### src/rtl/chan_irq_gen.sv
module chan_irq_gen #(
  parameter int NCH = 4,
  parameter int DW  = 32,
  parameter int AW  = 4
) (
  input  logic          clk,
  input  logic          rst_n,
  input  logic [NCH-1:0] ch_in,
  input  logic          wr_en,
  input  logic [AW-1:0] addr,
  input  logic [DW-1:0] wr_data,
  input  logic [DW/8-1:0] wr_be,
  output logic [DW-1:0] rd_data,
  output logic          irq
);
  localparam int NB = DW / 8;

  logic [NCH-1:0] en_q, typ_q, pol_q, sts_q;
  logic [NCH-1:0] s1_q, s2_q, prev_q;
  logic [DW-1:0]  lane_m;
  logic [NCH-1:0] wm, clr, hit, edge_v;

  always_comb begin
    for (int i = 0; i < DW; i++) lane_m[i] = wr_be[i/8];
  end

  assign wm     = lane_m[NCH-1:0];
  assign clr    = (wr_en && addr[3:2] == 2'd3) ? (wr_data[NCH-1:0] & wm) : '0;
  assign edge_v = s2_q ^ prev_q;
  assign hit    = en_q & ((typ_q & edge_v) | (~typ_q & ~(s2_q ^ pol_q)));
  assign irq    = |(sts_q & en_q);

  always_ff @(posedge clk) begin
    if (!rst_n) begin
      s1_q <= '0; s2_q <= '0; prev_q <= '0;
    end else begin
      s1_q <= ch_in; s2_q <= s1_q; prev_q <= s2_q;
    end
  end

  always_ff @(posedge clk) begin
    if (!rst_n) begin
      en_q <= '0; typ_q <= '0; pol_q <= '0; sts_q <= '0;
    end else begin
      if (wr_en && addr[3:2] == 2'd0) en_q  <= (en_q  & ~wm) | (wr_data[NCH-1:0] & wm);
      if (wr_en && addr[3:2] == 2'd1) typ_q <= (typ_q & ~wm) | (wr_data[NCH-1:0] & wm);
      if (wr_en && addr[3:2] == 2'd2) pol_q <= (pol_q & ~wm) | (wr_data[NCH-1:0] & wm);
      sts_q <= (sts_q & ~clr) | hit;
    end
  end

  always_comb begin
    rd_data = '0;
    case (addr[3:2])
      2'd0: rd_data[NCH-1:0] = en_q;
      2'd1: rd_data[NCH-1:0] = typ_q;
      2'd2: rd_data[NCH-1:0] = pol_q;
      default: rd_data[NCH-1:0] = sts_q;
    endcase
  end


  always_comb reserved_zero_chk: assert (rd_data[DW-1:NCH] == '0);


  sts_needs_en_chk: assert property (@(posedge clk) disable iff (!rst_n)
    1'b1 |=> ((sts_q & ~$past(sts_q) & ~$past(en_q)) == '0));


  sts_sticky_chk: assert property (@(posedge clk) disable iff (!rst_n)
    1'b1 |=> (($past(sts_q & ~clr) & ~sts_q) == '0));


  cos_sets_chk: assert property (@(posedge clk) disable iff (!rst_n)
    1'b1 |=> ((sts_q & $past(en_q & typ_q & edge_v)) == $past(en_q & typ_q & edge_v)));


  irq_off_chk: assert property (@(posedge clk) disable iff (!rst_n)
    (en_q == '0) |-> !irq);


  lane0_hold_chk: assert property (@(posedge clk) disable iff (!rst_n)
    (wr_en && !wr_be[0]) |=> $stable(en_q) && $stable(typ_q) && $stable(pol_q));
endmodule

### config.mk
export PLATFORM = sky130hd
export DESIGN_NAME = chan_irq_gen
export DESIGN_NICKNAME = d
export VERILOG_FILES = /design/src/rtl/chan_irq_gen.sv
export SDC_FILE = /design/constraint.sdc
export NUM_CORES = 1
export LEC_CHECK = 0
export CORE_MARGIN = 2
export CORE_UTILIZATION = 41
export DETAILED_ROUTE_END_ITERATION = 8
export PLACE_DENSITY = 0.85
export SLEW_MARGIN = 20
export SYNTH_ARGS = -nofsm -noshare
export SYNTH_HDL_FRONTEND = slang
export SYNTH_SLANG_ARGS = --single-unit
### constraint.sdc
create_clock -name clk -period 3.3 [get_ports clk]
set_input_delay 0.66 -clock clk [delete_from_list [all_inputs] [get_ports clk]]
set_output_delay 0.66 -clock clk [all_outputs]
set_load 0.01 [all_outputs]
# Word level (Yosys, flattened, before mapping)
# Index checks and enable logic that the tools add are counted.
# totals
regBits	28
input_bits	47
output_inout_bits	33
elab_cells	38
# classes
n_eq_ne	3
mux	2
bitwise_logic	20
reduce_logical	6
# op_table
operator	n
$and 4x4->4	9
$or 4x4->4	5
$not 4->4	4
$pmux 4 s3	1
$xor 4x4->4	2
$eq 2x2->1 const B	2
$logic_and 1x1->1	4
$mux 4	1
$reduce_or 4->1	1
$eq 2x1->1 const B	1
$logic_not 2->1	1

# Logic depth before layout (Yosys ltp)
# depth
ltp_word	6
ltp_mapped	4
ltp_nobuf	3

# Worst setup path before layout
# No wires, ideal clock.
# synth_path
kind	input to output
from	input port addr[2]
to	output port rd_data[0]
arrival_time_ns	1.405
required_time_ns	2.640
path_slack_ns	1.235
path_stages	2
n_path_buf	1
path_cell_list	buf_4 -> mux4_1
# synth_between
elab_chain_cells	2
word_cells_on_any_way	4
cone_classes	eq/ne (2); mux (1); reduce/logical (1)
# synth_lines
item	line	text
from (decl)	10	input logic [AW-1:0] addr,
$eq 2x2->1 (tied with other cells)	54	case (addr[3:2])
$pmux 4 s3 (*)	54	
to (decl)	13	output logic [DW-1:0] rd_data,
# Mark *: on every way between the ends. The rest lies on a longest branch, timed or not.

# Final worst setup path
# layout_path
from	input port addr[2]
to	output port rd_data[1]
# The elaborated chain is that of the path after synthesis.

==> metrics.md <==
| Metric | Value |
|---|---|
| Fmax | 0.314 GHz |
| Status | complete, no violations |
| Critical Path RT | around 2600 ps |
| Worst hold stages | 1 |
| Most common cell on crit path | clkdlybuf4s50_1 |
| Final setup vio count | 0 |
| Clk pin slew, worst setup/hold paths | 160 ps |
| Grt total ovfl | 0 |
| Buf+Inv Stages, Crit Path | 2 |
| Max IR drop VDD | 0.000352 V |
| Netlist cell types | 23 |
| Setup crit end kind | output port |
| Crit path time final | between 3000 and 4000 ps |
| Internal reg-to-reg setup slack | between 2000 and 2500 ps |
| Worst R2R End | sts_q[2]$_SDFF_PN0_ |
| GR Util All Layers | 11.3% |
| Via density | roughly 4.5 |
| Worst hold path type | flop to flop |
| Clock sink total | 28 |
| Hold path start | s1_q[2]$_SDFF_PN0_ |
| Final hold vios | 0 |
| Number of I/O port buffers | 18 |
| CP arrival | 2530 ps |
| Initial antenna violation count | 0 |
| Critical path peak fanout | 8 |
| Worst-margin pin slew | between 1000 and 1500 ps |
| Die area | roughly 4000 sq um |
| Area of the core | 3340 sq um |
| Register area share after synthesis | around two fifths |
| H-tree level count | 1 |
| Initial detailed-routing violation count | 20 |
| Vias in the first global route | 842 |
| Fin area | roughly 1600 sq um |
| Most frequent cells in the layout | dfxtp_1, conb_1, clkdlybuf4s50_1, nand2_1, and2_1 |
| CP peak stage delay | around 730 ps |
| WL/cell | 11.0 um |
| Cell row count | 21 |
| Unrepaired setup endpoints after global routing | no |
| Synthesized area | roughly 1400 sq um |
| Post-CTS setup buffers | 0 |
| Clock Tree Root | clkbuf_4 |
| Synthesis warning total | 0 |
| CP Launch Type | input pin |
| Share of layout cells above drive strength 1 | under 10% |
| Starting Density | between 40% and 50% |
| Setup_tns | 0 ps |
| HPWL after detailed placement | about 1600 um |
| Crit-path cells | clkdlybuf4s50_1 -> mux4_1 -> clkdlybuf4s50_1 |
| Syn Area/Cell | just under 10 sq um |
| # nets final | ~210 |
| Number of synthesized register bits | 28 |
| Leakage | 0.698 nW |
| CP top delay family | buffers and inverters |
| DP Cell Count | 201 |
| Relative slew slack | between 30% and 40% |
| P&R area growth vs syn | 10.8% |
| Residual DRC | 0 |
| Fin util | a little under half |
| Non-Filler Instances | roughly 210 |
| First-pass GRT wire length | 3570 um |
| Ant diodes | 0 |
| CTS buffer count | 3 |
| TritonCTS clock tree | built |
| Die W | ~63 um |
| TritonRoute pass-1 iters | 4 |
| Largest net degree at the start of global routing | 37 |
| Chip height | 62.8 um |
| Cells after Synth | around 140 |
| Worst Hold Path EP | s2_q[2]$_SDFF_PN0_ |
| Critical path class | input pin to output port |
| Worst Skew | 18.5 ps |
| WL final | ~2300 um |
| Placer Congestion | 0.765 |
| Longest Clk Path Bufs | 2 |
| Final Max Tran Viols | 0 |
| Pwr dens | slightly above 400 nW/um^2 |
| CP max-delay cell | clkdlybuf4s50_1 |
| Io pins | 80 |
| Via Count | roughly 930 |
| Dpl cell area | approximately 1500 sq um |
| Resized Gates After CTS | 0 |
| Clock latency on the worst-skew pair | approximately 330 ps |
| Max-cap viol count | 0 |
| Pwr Total | about 0.00065 W |
| R2R depth | 3 |
| Final ANT Viol Nets | 0 |
| Final Cycle Share | 96.6% |
| CTS hold repair buffers | 0 |
==> per-layer routing <==
layer / routed length [um] / track usage [%] / vias up
met5: 0 / 0 / -
met4: 19 / 1.67 / 0
met3: 123 / 3.96 / 2
met2: 1150 / 20.2 / 24
met1: 969 / 13.2 / 430
li1: - / - / 472
==> synth_stat cells <==
cell      count  share of area (%)
a21oi_1       4                1.4
a22oi_1       2                1.1
a41o_1        4                2.8
and2_1       12                5.3
and2_4        4                2.5
and4_1        1               0.62
buf_2         2               0.71
buf_4        29                 15
buf_6         1               0.79
clkbuf_1      2               0.53
conb_1        1               0.26
dfxtp_1      28                 40
mux2i_1       8                5.7
mux4_1        4                7.4
nand2_1      14                3.7
nand3_1       4                1.4
nand4b_1      1               0.62
nand4b_4      1                1.7
nor2_1        4                1.1
nor2b_1       4                1.8
nor3_4        1                1.1
o21ai_0       8                2.8
or3_1         4                1.8
==> worst reg2reg max path, delay by kind of cell (launching register included) <==
family	cells	cell delay (ps)
AOI/OAI and AO/OA	1	230
and+or+nand+nor	2	480
DFF	1	380
==> cell families after synthesis <==
logic type	Yosys count	share of synthesized area, %
simple gates	50	21.6
other cells	1	0.265
mux	12	13.1
buf+inv	34	17.4
flops	28	39.6
compound gates	18	8.13
==> stage by stage <==
| step | setup WS (ps) | hold slack (ps) |
|---|---|---|
| 3_3_place_gp | 121 | 414 |
| 2_1_floorplan | 1240 | 412 |
| 4_1_cts | 104 | 441 |
| 5_1_grt | 75.0 | 463 |
| 6_report | 114 | 431 |
| 3_5_place_dp | 116 | 419 |
==> final cells by class <==
cell class | instances | area (sq um)
flip-flops and latches | 28 | 561
clock inverters | 1 | 30.0
multi-input cells | 108 | 711
fillers | 340 | 1770
repair buffers | 19 | 188
clock buffers | 3 | 22.5
well taps | 46 | 57.6
==> where the power goes <==
part           switching [W]  leakage (nW)  internal (W)
Sequential        0.00000541         0.228      0.000348
Combinational      0.0000389         0.442     0.0000312
Clock              0.0000992        0.0279      0.000123
==> worst max path at each step <==
stage	from	endpoint	slack, ps	cells after the start
3_3_place_gp	addr[2]	rd_data[1]	120	3
6_report	addr[2]	rd_data[1]	110	3
4_1_cts	addr[2]	rd_data[1]	100	3
2_1_floorplan	addr[2]	rd_data[0]	1240	2
5_1_grt	addr[2]	rd_data[1]	70	3
3_5_place_dp	addr[2]	rd_data[1]	120	3
Note: power is estimated with default switching activity, not from simulation.
